<file path="config.mk">
export PLATFORM = sky130hd
export DESIGN_NAME = smbus_seq
export DESIGN_NICKNAME = d
export VERILOG_FILES = /design/src/rtl/smbseq_pkg.sv /design/src/rtl/smbseq_step_table.sv /design/src/rtl/smbseq_engine.sv /design/src/rtl/smbus_seq.sv
export SDC_FILE = /design/constraint.sdc
export NUM_CORES = 1
export LEC_CHECK = 0
export BUFFER_PORTS_ARGS = -buffer_cell sky130_fd_sc_hd__buf_2
export CAP_MARGIN = 0
export CORE_ASPECT_RATIO = 1.75
export CORE_MARGIN = 3
export CORE_UTILIZATION = 40
export CTS_BUF_LIST = sky130_fd_sc_hd__clkbuf_4 sky130_fd_sc_hd__clkbuf_8
export CTS_CLUSTER_DIAMETER = 40
export DETAILED_ROUTE_END_ITERATION = 8
export PLACE_DENSITY = 0.71
export RECOVER_POWER = 25
export SETUP_SLACK_MARGIN = 0.02
export SKIP_CTS_REPAIR_TIMING = 1
export SLEW_MARGIN = 20
export SYNTH_ARGS = -nofsm -noshare
export SYNTH_HDL_FRONTEND = slang
export SYNTH_HIERARCHICAL = 1
export SYNTH_SLANG_ARGS = --single-unit
</file>
<file path="constraint.sdc">
create_clock -name clk -period 3.3 [get_ports clk]
set_clock_uncertainty 0.2 [all_clocks]
set_input_delay 0.165 -clock clk [delete_from_list [all_inputs] [get_ports clk]]
set_output_delay 0.165 -clock clk [all_outputs]
set_load 0.05 [all_outputs]
</file>
<file path="src/rtl/smbseq_pkg.sv">
package smbseq_pkg;

   typedef enum logic [2:0] {
      PR_QUICK = 3'd0,
      PR_BYTE  = 3'd1,
      PR_BDATA = 3'd2,
      PR_WDATA = 3'd3,
      PR_PCALL = 3'd4,
      PR_BLOCK = 3'd5,
      PR_IBLK  = 3'd6,
      PR_RSVD  = 3'd7
   } proto_e;

   typedef enum logic [2:0] {
      K_START, K_SEND, K_RECV, K_STOP, K_DONE, K_FAIL, K_BLOCK, K_FIRST
   } step_kind_e;

   typedef enum logic [1:0] {
      BM_START = 2'd0, BM_SEND = 2'd1, BM_RECV = 2'd2, BM_STOP = 2'd3
   } bm_op_e;

   typedef enum logic [2:0] {
      SRC_NONE, SRC_ADDR_RAW, SRC_ADDR_WR, SRC_ADDR_RD, SRC_CMD, SRC_D0, SRC_D1
   } src_e;

   typedef enum logic [1:0] {
      DST_NONE, DST_D0, DST_D1, DST_BLK
   } dest_e;

   typedef struct packed {
      step_kind_e kind;
      src_e       src;
      logic       nack;
      dest_e      dest;
   } step_t;

   function automatic step_t mk_step(step_kind_e k, src_e s, logic n, dest_e d);
      step_t r;
      r.kind = k;
      r.src  = s;
      r.nack = n;
      r.dest = d;
      return r;
   endfunction

endpackage

</file>
<file path="src/rtl/smbseq_step_table.sv">
module smbseq_step_table
   import smbseq_pkg::*;
#(
   parameter int PROTO_W   = 3,
   parameter int MAX_STEPS = 8,
   localparam int IDX_W    = $clog2(MAX_STEPS)
) (
   input  logic [PROTO_W-1:0] proto_i,
   input  logic               rd_i,
   input  logic [IDX_W-1:0]   idx_i,
   output step_t              step_o
);

   logic   hi_bad;
   proto_e code;
   step_t  seq [MAX_STEPS];

   generate
      if (PROTO_W > 3) begin : g_wide_code
         assign hi_bad = |proto_i[PROTO_W-1:3];
      end else begin : g_exact_code
         assign hi_bad = 1'b0;
      end
   endgenerate

   assign code = proto_e'(proto_i[2:0]);

   always_comb begin
      for (int i = 0; i < MAX_STEPS; i++) begin
         seq[i] = mk_step(K_FAIL, SRC_NONE, 1'b0, DST_NONE);
      end
      if (!hi_bad) begin
         case (code)
            PR_QUICK: begin
               seq[0] = mk_step(K_START, SRC_ADDR_RAW, 1'b0, DST_NONE);
               seq[1] = mk_step(K_STOP,  SRC_NONE,     1'b0, DST_NONE);
               seq[2] = mk_step(K_DONE,  SRC_NONE,     1'b0, DST_NONE);
            end
            PR_BYTE: begin
               if (rd_i) begin
                  seq[0] = mk_step(K_START, SRC_ADDR_RD, 1'b0, DST_NONE);
                  seq[1] = mk_step(K_RECV,  SRC_NONE,    1'b1, DST_D0);
               end else begin
                  seq[0] = mk_step(K_START, SRC_ADDR_WR, 1'b0, DST_NONE);
                  seq[1] = mk_step(K_SEND,  SRC_CMD,     1'b0, DST_NONE);
               end
               seq[2] = mk_step(K_STOP, SRC_NONE, 1'b0, DST_NONE);
               seq[3] = mk_step(K_DONE, SRC_NONE, 1'b0, DST_NONE);
            end
            PR_BDATA: begin
               seq[0] = mk_step(K_START, SRC_ADDR_WR, 1'b0, DST_NONE);
               seq[1] = mk_step(K_SEND,  SRC_CMD,     1'b0, DST_NONE);
               if (rd_i) begin
                  seq[2] = mk_step(K_START, SRC_ADDR_RD, 1'b0, DST_NONE);
                  seq[3] = mk_step(K_RECV,  SRC_NONE,    1'b1, DST_D0);
                  seq[4] = mk_step(K_STOP,  SRC_NONE,    1'b0, DST_NONE);
                  seq[5] = mk_step(K_DONE,  SRC_NONE,    1'b0, DST_NONE);
               end else begin
                  seq[2] = mk_step(K_SEND, SRC_D0,   1'b0, DST_NONE);
                  seq[3] = mk_step(K_STOP, SRC_NONE, 1'b0, DST_NONE);
                  seq[4] = mk_step(K_DONE, SRC_NONE, 1'b0, DST_NONE);
               end
            end
            PR_WDATA: begin
               seq[0] = mk_step(K_START, SRC_ADDR_WR, 1'b0, DST_NONE);
               seq[1] = mk_step(K_SEND,  SRC_CMD,     1'b0, DST_NONE);
               if (rd_i) begin
                  seq[2] = mk_step(K_START, SRC_ADDR_RD, 1'b0, DST_NONE);
                  seq[3] = mk_step(K_RECV,  SRC_NONE,    1'b0, DST_D0);
                  seq[4] = mk_step(K_RECV,  SRC_NONE,    1'b1, DST_D1);
                  seq[5] = mk_step(K_STOP,  SRC_NONE,    1'b0, DST_NONE);
                  seq[6] = mk_step(K_DONE,  SRC_NONE,    1'b0, DST_NONE);
               end else begin
                  seq[2] = mk_step(K_SEND, SRC_D0,   1'b0, DST_NONE);
                  seq[3] = mk_step(K_SEND, SRC_D1,   1'b0, DST_NONE);
                  seq[4] = mk_step(K_STOP, SRC_NONE, 1'b0, DST_NONE);
                  seq[5] = mk_step(K_DONE, SRC_NONE, 1'b0, DST_NONE);
               end
            end
            PR_BLOCK: begin
               seq[0] = mk_step(K_BLOCK, SRC_NONE, 1'b0, DST_NONE);
            end
            PR_IBLK: begin
               seq[0] = mk_step(K_START, SRC_ADDR_WR, 1'b0, DST_NONE);
               seq[1] = mk_step(K_SEND,  SRC_D1,      1'b0, DST_NONE);
               seq[2] = mk_step(K_START, SRC_ADDR_RD, 1'b0, DST_NONE);
               seq[3] = mk_step(K_RECV,  SRC_NONE,    1'b0, DST_BLK);
               seq[4] = mk_step(K_FIRST, SRC_NONE,    1'b0, DST_NONE);
            end
            default: ;
         endcase
      end
      step_o = seq[idx_i];
   end

endmodule

</file>
<file path="src/rtl/smbseq_engine.sv">
module smbseq_engine
   import smbseq_pkg::*;
#(
   parameter int BYTE_W      = 8,
   parameter int PROTO_W     = 3,
   parameter int MAX_STEPS   = 8,
   parameter bit STOP_ON_NAK = 1'b1,
   localparam int IDX_W      = $clog2(MAX_STEPS)
) (
   input  logic               clk,
   input  logic               rst_n,
   input  logic               launch_i,
   input  logic [PROTO_W-1:0] proto_i,
   input  logic [BYTE_W-1:0]  addr_i,
   input  logic [BYTE_W-1:0]  cmd_i,
   input  logic [BYTE_W-1:0]  data0_i,
   input  logic [BYTE_W-1:0]  data1_i,
   output logic [PROTO_W-1:0] proto_q_o,
   output logic               rd_q_o,
   output logic [IDX_W-1:0]   idx_o,
   input  step_t              step_i,
   output logic               busy_o,
   output logic               done_o,
   output logic               err_o,
   output logic               blk_go_o,
   output logic               first_byte_o,
   output logic [BYTE_W-1:0]  blk_byte_o,
   output logic               d0_we_o,
   output logic [BYTE_W-1:0]  d0_wdata_o,
   output logic               d1_we_o,
   output logic [BYTE_W-1:0]  d1_wdata_o,
   output logic               bm_valid_o,
   output logic [1:0]         bm_op_o,
   output logic [BYTE_W-1:0]  bm_byte_o,
   output logic               bm_nack_o,
   input  logic               bm_done_i,
   input  logic               bm_nak_i,
   input  logic [BYTE_W-1:0]  bm_rdata_i
);

   typedef enum logic [1:0] {S_IDLE, S_RUN, S_ABORT} state_e;

   state_e              state;
   logic [IDX_W-1:0]    idx;
   logic [PROTO_W-1:0]  proto_q;
   logic [BYTE_W-1:0]   addr_q, cmd_q, d0_q, d1_q;
   logic [BYTE_W-1:0]   r0, r1, rblk;
   logic                got0, got1;
   logic                done_q, err_q, blk_q, first_q, d0we_q, d1we_q;
   logic                nak_abort;
   logic                is_bus_step;

   generate
      if (STOP_ON_NAK) begin : g_nak_stop
         assign nak_abort = 1'b1;
      end else begin : g_nak_drop
         assign nak_abort = 1'b0;
      end
   endgenerate

   assign is_bus_step = (step_i.kind == K_START) || (step_i.kind == K_SEND) ||
                        (step_i.kind == K_RECV)  || (step_i.kind == K_STOP);

   always_comb begin
      bm_valid_o = 1'b0;
      bm_op_o    = BM_STOP;
      bm_byte_o  = '0;
      bm_nack_o  = 1'b0;
      if (state == S_RUN && is_bus_step) begin
         bm_valid_o = 1'b1;
         bm_nack_o  = step_i.nack;
         case (step_i.kind)
            K_START: bm_op_o = BM_START;
            K_SEND:  bm_op_o = BM_SEND;
            K_RECV:  bm_op_o = BM_RECV;
            default: bm_op_o = BM_STOP;
         endcase
         case (step_i.src)
            SRC_ADDR_RAW: bm_byte_o = addr_q;
            SRC_ADDR_WR:  bm_byte_o = {addr_q[BYTE_W-1:1], 1'b0};
            SRC_ADDR_RD:  bm_byte_o = {addr_q[BYTE_W-1:1], 1'b1};
            SRC_CMD:      bm_byte_o = cmd_q;
            SRC_D0:       bm_byte_o = d0_q;
            SRC_D1:       bm_byte_o = d1_q;
            default:      bm_byte_o = '0;
         endcase
      end else if (state == S_ABORT) begin
         bm_valid_o = 1'b1;
         bm_op_o    = BM_STOP;
      end
   end

   always_ff @(posedge clk or negedge rst_n) begin
      if (!rst_n) begin
         state   <= S_IDLE;
         idx     <= '0;
         proto_q <= '0;
         addr_q  <= '0;
         cmd_q   <= '0;
         d0_q    <= '0;
         d1_q    <= '0;
         r0      <= '0;
         r1      <= '0;
         rblk    <= '0;
         got0    <= 1'b0;
         got1    <= 1'b0;
         done_q  <= 1'b0;
         err_q   <= 1'b0;
         blk_q   <= 1'b0;
         first_q <= 1'b0;
         d0we_q  <= 1'b0;
         d1we_q  <= 1'b0;
      end else begin
         done_q  <= 1'b0;
         err_q   <= 1'b0;
         blk_q   <= 1'b0;
         first_q <= 1'b0;
         d0we_q  <= 1'b0;
         d1we_q  <= 1'b0;
         case (state)
            S_IDLE: begin
               if (launch_i) begin
                  proto_q <= proto_i;
                  addr_q  <= addr_i;
                  cmd_q   <= cmd_i;
                  d0_q    <= data0_i;
                  d1_q    <= data1_i;
                  idx     <= '0;
                  got0    <= 1'b0;
                  got1    <= 1'b0;
                  state   <= S_RUN;
               end
            end
            S_RUN: begin
               case (step_i.kind)
                  K_START, K_SEND: begin
                     if (bm_done_i) begin
                        if (bm_nak_i) begin
                           if (nak_abort) begin
                              state <= S_ABORT;
                           end else begin
                              err_q <= 1'b1;
                              state <= S_IDLE;
                           end
                        end else begin
                           idx <= idx + 1'b1;
                        end
                     end
                  end
                  K_RECV: begin
                     if (bm_done_i) begin
                        case (step_i.dest)
                           DST_D0:  begin r0 <= bm_rdata_i; got0 <= 1'b1; end
                           DST_D1:  begin r1 <= bm_rdata_i; got1 <= 1'b1; end
                           DST_BLK: rblk <= bm_rdata_i;
                           default: ;
                        endcase
                        idx <= idx + 1'b1;
                     end
                  end
                  K_STOP: begin
                     if (bm_done_i) idx <= idx + 1'b1;
                  end
                  K_DONE: begin
                     done_q <= 1'b1;
                     d0we_q <= got0;
                     d1we_q <= got1;
                     state  <= S_IDLE;
                  end
                  K_BLOCK: begin
                     blk_q <= 1'b1;
                     state <= S_IDLE;
                  end
                  K_FIRST: begin
                     first_q <= 1'b1;
                     state   <= S_IDLE;
                  end
                  default: begin
                     err_q <= 1'b1;
                     state <= S_IDLE;
                  end
               endcase
            end
            S_ABORT: begin
               if (bm_done_i) begin
                  err_q <= 1'b1;
                  state <= S_IDLE;
               end
            end
            default: state <= S_IDLE;
         endcase
      end
   end

   assign proto_q_o    = proto_q;
   assign rd_q_o       = addr_q[0];
   assign idx_o        = idx;
   assign busy_o       = (state != S_IDLE);
   assign done_o       = done_q;
   assign err_o        = err_q;
   assign blk_go_o     = blk_q;
   assign first_byte_o = first_q;
   assign blk_byte_o   = rblk;
   assign d0_we_o      = d0we_q;
   assign d0_wdata_o   = r0;
   assign d1_we_o      = d1we_q;
   assign d1_wdata_o   = r1;

   assert_single_outcome_R10: assert property (@(posedge clk) disable iff (!rst_n)
      $onehot0({done_q, err_q, blk_q, first_q}));

   assert_idle_in_outcome_R10: assert property (@(posedge clk) disable iff (!rst_n)
      (done_q || err_q || blk_q || first_q) |-> !busy_o);

   assert_no_write_on_err_R9: assert property (@(posedge clk) disable iff (!rst_n)
      err_q |-> !(d0we_q || d1we_q));

   assert_req_held_R11: assert property (@(posedge clk) disable iff (!rst_n)
      (bm_valid_o && !bm_done_i) |=> (bm_valid_o && $stable(bm_op_o) && $stable(bm_byte_o)));

   assert_word_pair_R12: assert property (@(posedge clk) disable iff (!rst_n)
      d1we_q |-> (d0we_q && done_q));

endmodule

</file>
<file path="src/rtl/smbus_seq.sv">
module smbus_seq
   import smbseq_pkg::*;
#(
   parameter int BYTE_W      = 8,
   parameter int PROTO_W     = 3,
   parameter int MAX_STEPS   = 8,
   parameter bit STOP_ON_NAK = 1'b1,
   localparam int IDX_W      = $clog2(MAX_STEPS)
) (
   input  logic               clk,
   input  logic               rst_n,
   input  logic               launch_i,
   input  logic [PROTO_W-1:0] proto_i,
   input  logic [BYTE_W-1:0]  addr_i,
   input  logic [BYTE_W-1:0]  cmd_i,
   input  logic [BYTE_W-1:0]  data0_i,
   input  logic [BYTE_W-1:0]  data1_i,
   output logic               busy_o,
   output logic               done_o,
   output logic               err_o,
   output logic               blk_go_o,
   output logic               first_byte_o,
   output logic [BYTE_W-1:0]  blk_byte_o,
   output logic               d0_we_o,
   output logic [BYTE_W-1:0]  d0_wdata_o,
   output logic               d1_we_o,
   output logic [BYTE_W-1:0]  d1_wdata_o,
   output logic               bm_valid_o,
   output logic [1:0]         bm_op_o,
   output logic [BYTE_W-1:0]  bm_byte_o,
   output logic               bm_nack_o,
   input  logic               bm_done_i,
   input  logic               bm_nak_i,
   input  logic [BYTE_W-1:0]  bm_rdata_i
);

   generate
      if (BYTE_W < 2) begin : g_chk_byte
         $error("BYTE_W must hold a read flag and an address");
      end
      if (PROTO_W < 3) begin : g_chk_proto
         $error("PROTO_W must hold all protocol codes");
      end
      if (MAX_STEPS < 7 || (MAX_STEPS & (MAX_STEPS - 1)) != 0) begin : g_chk_steps
         $error("MAX_STEPS must be a power of two of at least 7");
      end
   endgenerate

   logic [PROTO_W-1:0] proto_q;
   logic               rd_q;
   logic [IDX_W-1:0]   idx;
   step_t              step;

   smbseq_step_table #(
      .PROTO_W   (PROTO_W),
      .MAX_STEPS (MAX_STEPS)
   ) u_table (
      .proto_i (proto_q),
      .rd_i    (rd_q),
      .idx_i   (idx),
      .step_o  (step)
   );

   smbseq_engine #(
      .BYTE_W      (BYTE_W),
      .PROTO_W     (PROTO_W),
      .MAX_STEPS   (MAX_STEPS),
      .STOP_ON_NAK (STOP_ON_NAK)
   ) u_engine (
      .clk          (clk),
      .rst_n        (rst_n),
      .launch_i     (launch_i),
      .proto_i      (proto_i),
      .addr_i       (addr_i),
      .cmd_i        (cmd_i),
      .data0_i      (data0_i),
      .data1_i      (data1_i),
      .proto_q_o    (proto_q),
      .rd_q_o       (rd_q),
      .idx_o        (idx),
      .step_i       (step),
      .busy_o       (busy_o),
      .done_o       (done_o),
      .err_o        (err_o),
      .blk_go_o     (blk_go_o),
      .first_byte_o (first_byte_o),
      .blk_byte_o   (blk_byte_o),
      .d0_we_o      (d0_we_o),
      .d0_wdata_o   (d0_wdata_o),
      .d1_we_o      (d1_we_o),
      .d1_wdata_o   (d1_wdata_o),
      .bm_valid_o   (bm_valid_o),
      .bm_op_o      (bm_op_o),
      .bm_byte_o    (bm_byte_o),
      .bm_nack_o    (bm_nack_o),
      .bm_done_i    (bm_done_i),
      .bm_nak_i     (bm_nak_i),
      .bm_rdata_i   (bm_rdata_i)
   );

endmodule

</file>
# Word-level counts from Yosys, hierarchy flattened
# Cells that the tools add are included.
# op_classes
n_div,0
add_sub_neg,1
n_shift,0
n_mux,54
mul,0
n_lt_le_gt_ge,1
bitwise,1
reduce_logical,21
eq_ne,34
# op_table
op,count
$pmux 18 s5,1
$pmux 9 s4,2
$pmux 8 s6,1
$mux 34,1
$bmux 9 s3,1
$mux 9,3
$pmux 9 s3,1
$mux 25,1
$eq 3x3->1 const B,8
$mux 1,22
$eq 3x2->1 const B,6
$pmux 9 s2,1
$ne 3x3->1 const B,5
$reduce_and 5->1,3
$mux 13,1
$mux 3,4
$ne 2x2->1 const B,6
$pmux 2 s3,2
$pmux 3 s2,2
$reduce_and 4->1,3
$mux 2,5
$eq 3x1->1 const B,3
$mux 8,1
$mux 7,1
18 further kinds,28
# totals
elab_cells,130
mem_count,0
inputBits,48
register_bits,72
latch_bits,0
ramBits,0
output_inout_bits,43
mem_bits_ro,0

# Depth between registers and ports, before layout
# Gate-level depths: netlist of the first run.
# logic_depth
word_depth,12
mapped_depth,12
mapped_depth_nobuf,8

# Cells and area by module
# The synthesis of the first run kept the hierarchy.
# by_module_without_submodules
module,seq_area_each_um2,area_per_inst_um2,instances,cells_per_inst
smbseq_engine,1801.7,3345.7,1,258
smbseq_step_table,0.0,511.7,1,78

# Least setup slack after synthesis of the first run
# Ideal clock, no wire load.
# synth_timing
kind,register to output
startpoint,reg u_engine.proto_q[1] (netlist: u_engine/proto_q_o[1])
endpoint,out bm_byte_o[6]
t_required_ns,2.935
path_stages_with_launch,12
arrival_ns,2.960
path_slack_ns,-0.025
cell_sequence,dfrtp_1 > buf_4 > buf_2 > nor3_1 > o21a_1 > a21oi_1 > nor3_1 > buf_2 > or2_2 > clkbuf_1 > a21oi_1 > a211oi_1
# synth_lines
item,line,rtl
start: declaration,smbseq_engine.sv:45,logic [PROTO_W-1:0] proto_q;
start signal: assignment,smbseq_engine.sv:123,proto_q <= proto_i;
end: declaration,smbus_seq.sv:30,"output logic [BYTE_W-1:0] bm_byte_o,"

==> metrics.txt, run 1 <==
status=finished, violations left; violated checks=capacitance limit, slew limit; syn avg cell area=11.48 um^2; required time of the critical path=2.93 ns; grt met2 use=32.33%; Clock Path Buffers=2; routed wire length=9670 um; RR Startpoint=u_engine/idx_o[0]; worst hold path type=primary input to flop; first-pass GRT wire length=14860 um; post-synth top area share=46.71%; layout cells sized above 1=38.53%; DP Wirelength=6838 um; Ports=91; Cells after Synth=around 340; fin crit period=3.122 ns; initial antenna violation count=0; dominant cell type by area after synthesis=dfrtp_1; Rows=46; Num CTS Buffers=9; period utilisation layout=94.61%; met3 usage=3.647%; vias in the first global route=about 3100; Hold Path Cell Cnt=4; TritonCTS clock tree=built; data arrival time of the critical path=2.76 ns; Worst setup EP type=output pin; Total GRT Usage=17.59%; endpoints failing hold=0; CP max FO=18; final slew viol count=33; YS warnings=6; Mapped Area=between 3000 and 4000 um^2; worst slew margin relative to its limit=-7.641%; Multi-input gate area=approximately 1900 um^2; flop-to-flop setup slack=0.45 ns; CP Class=flop to output pin; Place WS=0.3562 ns; antenna cells=0; Top FF cell, synth=dfrtp_1; Die Area=10900 um^2; via count=about 3000; vias per cell=5.136; fin util=54.57%; grt ovf=0; critical path startpoint category=flop; WL/cell=16.25 um; ANT nets after route=0; Core Area=9209 um^2; clock net sink count=72; drt initial violations=162; Pre-antenna DRT Iters=4; most frequent cells in the layout=buf_2, dfrtp_1, mux2_2; Worst-Margin Slew=1.615 ns; P per Cell Area=773.6 nW/um^2; Total Power=3887 uW; Placer Congestion=0.8300; PortBufs=90; static leakage=0.002339 uW; CTS clk-pin slew, worst paths=0.07 ns; Setup violations, final=0; worst hold slack=0.06596 ns; pin count of the biggest net entering global routing=33; worst-case reg-to-reg path depth=6; top cells by area, synth=dfrtp_1, mux2_2, mux2_4; Layout area overhead=30.26%; Post-synth EDFFs=0; Yosys reg bits=72; Max Clock Freq=0.3203 GHz; VDD IR max=0.4238 mV; drc violations=0; Yosys cell types=61; register area share after synthesis=about 47%; NumNets Final=523; hold_sp=launch_i; Mapped Nets=389; CTS Root Cell=clkbuf_8; met1 usage=18.97%; max-capacitance violation count=1; commonest non-fill, non-tap cell in the layout=buf_2; Initial Util=41.89%; grt peak-use layer=met2; R2R Path End=u_engine/d0_wdata_o[5]; Die Wd=80.24 um; Die Y=135.9 um; async set-or-reset flop fraction in the synthesized netlist=100.0%; Fillers=about 830; FF/Latch Area=1809 um^2; Skew-Pair Late Insertion Delay=between 0.3 and 0.4 ns; setup ws final=0.1780 ns; Hold Path Sink=u_engine/state[1]; # H-tree levels=3
## worst max path at each step
stage                          startpoint                      to  slack (ns)
global placement        u_engine/idx_o[0]  u_engine/d0_wdata_o[4]        0.43
CTS                 u_engine/proto_q_o[0]            bm_byte_o[1]        0.03
detailed placement      u_engine/idx_o[0]  u_engine/d0_wdata_o[6]        0.36
finish              u_engine/proto_q_o[0]            bm_byte_o[4]        0.18
global route        u_engine/proto_q_o[2]            bm_byte_o[4]       -0.02
floorplan           u_engine/proto_q_o[1]            bm_byte_o[1]        0.34
## registers in the layout (all words and copies together) (netlist names), 2 cells and up
signal	cells
u_engine/addr_q	8
u_engine/blk_byte_o	8
u_engine/cmd_q	8
u_engine/d0_q	8
u_engine/d0_wdata_o	8
u_engine/d1_q	8
u_engine/d1_wdata_o	8
u_engine/idx_o	3
u_engine/proto_q_o	3
u_engine/state	2
## routing by layer
metal	share of wire (%)	wire length [um]
met5	0	0
met4	2.2	211
met3	2.9	283
met2	56	5451
met1	39	3724
## where the power goes
group | switching, uW | internal, uW | total (uW)
clock | 306 | 340 | 646
sequential | 270 | 1160 | 1430
combinational | 994 | 815 | 1810
total | 1570 | 2320 | 3890
## cells by family after synthesis
| group | share of synthesized area [%] |
|---|---|
| fa+ha+maj | 1.622 |
| buf+inv | 5.125 |
| simple gates | 15.02 |
| compound gates | 9.601 |
| flops | 46.71 |
| xor+xnor | 0.9084 |
| mux | 21.02 |
## cell type report
| class | count | share of cell area (%) |
|---|---|---|
| well taps | 120 | 2.988 |
| flip-flops and latches | 72 | 36.01 |
| clock inverters | 2 | 0.2739 |
| clock buffers | 14 | 3.461 |
| multi-input cells | 232 | 37.25 |
| repair buffers | 148 | 19.50 |
| inverters | 7 | 0.5229 |
## synthesized netlist by cell type (3+ instances only)
| cell type | instances |
|---|---|
| a21oi_1 | 16 |
| a31oi_1 | 7 |
| and2_1 | 5 |
| buf_2 | 10 |
| buf_4 | 5 |
| buf_6 | 6 |
| dfrtp_1 | 72 |
| ha_1 | 5 |
| inv_1 | 6 |
| mux2_2 | 53 |
| mux2_4 | 8 |
| mux2i_1 | 8 |
| nand2_1 | 19 |
| nand2b_1 | 7 |
| nand3_1 | 3 |
| nand3b_1 | 10 |
| nor2_1 | 20 |
| nor2b_1 | 11 |
| nor3_1 | 7 |
| o21a_1 | 3 |
| o21ai_0 | 5 |
## worst max-delay path, cell delays in order, from the launching register on
cell and delay [ns]:
dfrtp_2 0.56, o21bai_1 0.10, a21oi_1 0.18, a311oi_1 0.09
a211oi_2 0.35, buf_4 0.27, or2_2 0.22, nand3b_1 0.09
a31oi_1 0.23, buf_2 0.31
## through the flow
step           cell area (um^2)  setup TNS [ns]  std cells
2_1_floorplan              3862               0        336
6_report                   5025               0        595
3_3_place_gp               4402               0        535
3_5_place_dp               4402               0        535
4_1_cts                    4589               0        551
5_1_grt                    5025        -0.02267        595
(Power assumes the default switching activity.)
==> run 2, diff against run 1 <==
- CTS_BUF_LIST: sky130_fd_sc_hd__clkbuf_4 sky130_fd_sc_hd__clkbuf_8 -> default
==> run 2 against run 1 <==
Compared with the run above: maximum frequency rose by 1.3%; die area stayed put; clock power is 38% higher; via count about the same; register-to-register slack better by 0.02 ns; sequential power is essentially flat; largest power group unchanged; cell area up 1.8%; count of clock-buffer cells in the layout unchanged; first-iteration DRC count shrank 3.1%; the run still ends with capacitance limit, slew limit left; critical path depth unchanged.
==> metrics.txt, run 2 (synthesized netlist as in run 1, its figures left out) <==
NumNets Final=about 520; slowest CP cell=dfrtp_2; DP Cell Count=535; met1 usage=19.02%; worst hold slack=0.09806 ns; Layout area overhead=32.66%; Initial Util=a little over two fifths; Hold Path Sink=u_engine/err_o; worst-case reg-to-reg path depth=6; status=finished, violations left; Num CTS Buffers=9; period utilisation layout=93.37%; antenna cells=0; grt ovf=0; Clock Path Buffers=2; commonest non-fill, non-tap cell in the layout=buf_2; drt initial violations=157; Ports=91; Worst path max stage delay=0.56 ns; layout cells sized above 1=a little under two fifths; Worst setup EP type=output pin; grt met2 use=approximately a third; first-pass GRT wire length=15040 um; RR Startpoint=u_engine/idx_o[0]; met3 usage=between 3 and 4%; clock net sink count=slightly above 70; critical path startpoint category=flop; WL/cell=16.32 um; flop-to-flop setup slack=0.47 ns; Skew-Pair Late Insertion Delay=0.33 ns; static leakage=0.002374 uW; critical-path cell list=o21bai_1, a21oi_1, a311oi_1, a211oi_2, buf_4, or2_2, nand3b_1, a31oi_1, buf_2; via count=3055; required time of the critical path=2.93 ns; fin crit period=3.081 ns; DP Wirelength=6838 um; TritonCTS clock tree=built; Pre-antenna DRT Iters=4; Die Wd=about 80 um; Worst Setup SP=u_engine/proto_q_o[0]; routed wire length=9708 um; R2R Path End=u_engine/d0_wdata_o[5]; drc violations=0; CP Class=flop to output pin; Die Y=135.9 um; # H-tree levels=3; CTS clk-pin slew, worst paths=0.05 ns; VDD IR max=0.4363 mV; Setup violations, final=0; data arrival time of the critical path=2.72 ns; Hold Path Cell Cnt=3; vias in the first global route=between 3000 and 4000; CP max FO=18; grt peak-use layer=met2; violated checks=capacitance limit, slew limit; Placer Congestion=0.8300; endpoints failing hold=0; Total GRT Usage=~18%; most frequent cells in the layout=buf_2, dfrtp_1, mux2_2; ANT nets after route=0; CTS Root Cell=clkbuf_16; Core Area=approximately 9200 um^2; worst slew margin relative to its limit=-7.543%; fin cells=between 500 and 600; P per Cell Area=809.1 nW/um^2; vias per cell=5.134; Die Area=10900 um^2; initial antenna violation count=0; final slew viol count=33; max-capacitance violation count=1; Max Clock Freq=0.3246 GHz; worst hold path type=primary input to flop; Worst-Margin Slew=~1.6 ns; PortBufs=90; CP delay by family, top=compound AO/OA/AOI/OAI gates; Rows=46; Worst Path Buf+Inv=2; hold_sp=bm_done_i; pin count of the biggest net entering global routing=33
==> run 2: worst register-to-register path: stages (launching register included) <==
cell	delay, ns
dfrtp_2	0.54
nor2b_1	0.20
nand3b_1	0.17
o32a_1	0.42
and4bb_4	0.35
and4b_1	0.45
mux2_2	0.39
==> run 2: final cells by class <==
cell class	count	area (um^2)
fillers	802	4091
multi-input cells	232	1872
flip-flops and latches	72	1807
repair buffers	148	984.7
clock buffers	14	264.0
well taps	120	150.1
inverters	7	26.28
clock inverters	2	13.76
==> run 2: how the worst max path moves through the flow <==
stage | to | cells past startpoint | slack [ns]
after floorplan | bm_byte_o[1] | 11 | 0.34
after global placement | u_engine/d0_wdata_o[4] | 6 | 0.43
after detailed placement | u_engine/d0_wdata_o[6] | 6 | 0.36
after CTS | bm_byte_o[1] | 10 | 0.06
after global routing | bm_byte_o[1] | 8 | -0.001
final | bm_byte_o[1] | 9 | 0.22
==> run 2: power breakdown <==
part | internal, uW | switching (uW) | leakage (uW)
Sequential | 1160 | 277 | 0.000911
Combinational | 818 | 995 | 0.00133
Clock | 550 | 340 | 0.000137
==> run 2: routing by layer <==
| metal | vias up | wire length [um] |
|---|---|---|
| met1 | 1472 | 3614 |
| met5 | - | 0 |
| met4 | 0 | 267 |
| met2 | 91 | 5476 |
| li1 | 1470 | - |
| met3 | 22 | 350 |
==> run 2: stage by stage <==
stage	util (%)	total power [uW]	setup slack (ns)	cell area (um^2)	TNS [ns]
6_report	55.57	4140	0.2189	5117	0
5_1_grt	55.57	4405	-0.001013	5117	-0.001013
4_1_cts	50.82	4096	0.06300	4679	0
3_5_place_dp	47.80	3189	0.3562	4402	0
3_3_place_gp	47.80	3130	0.4312	4402	0
2_1_floorplan	-	2812	0.3436	3862	0
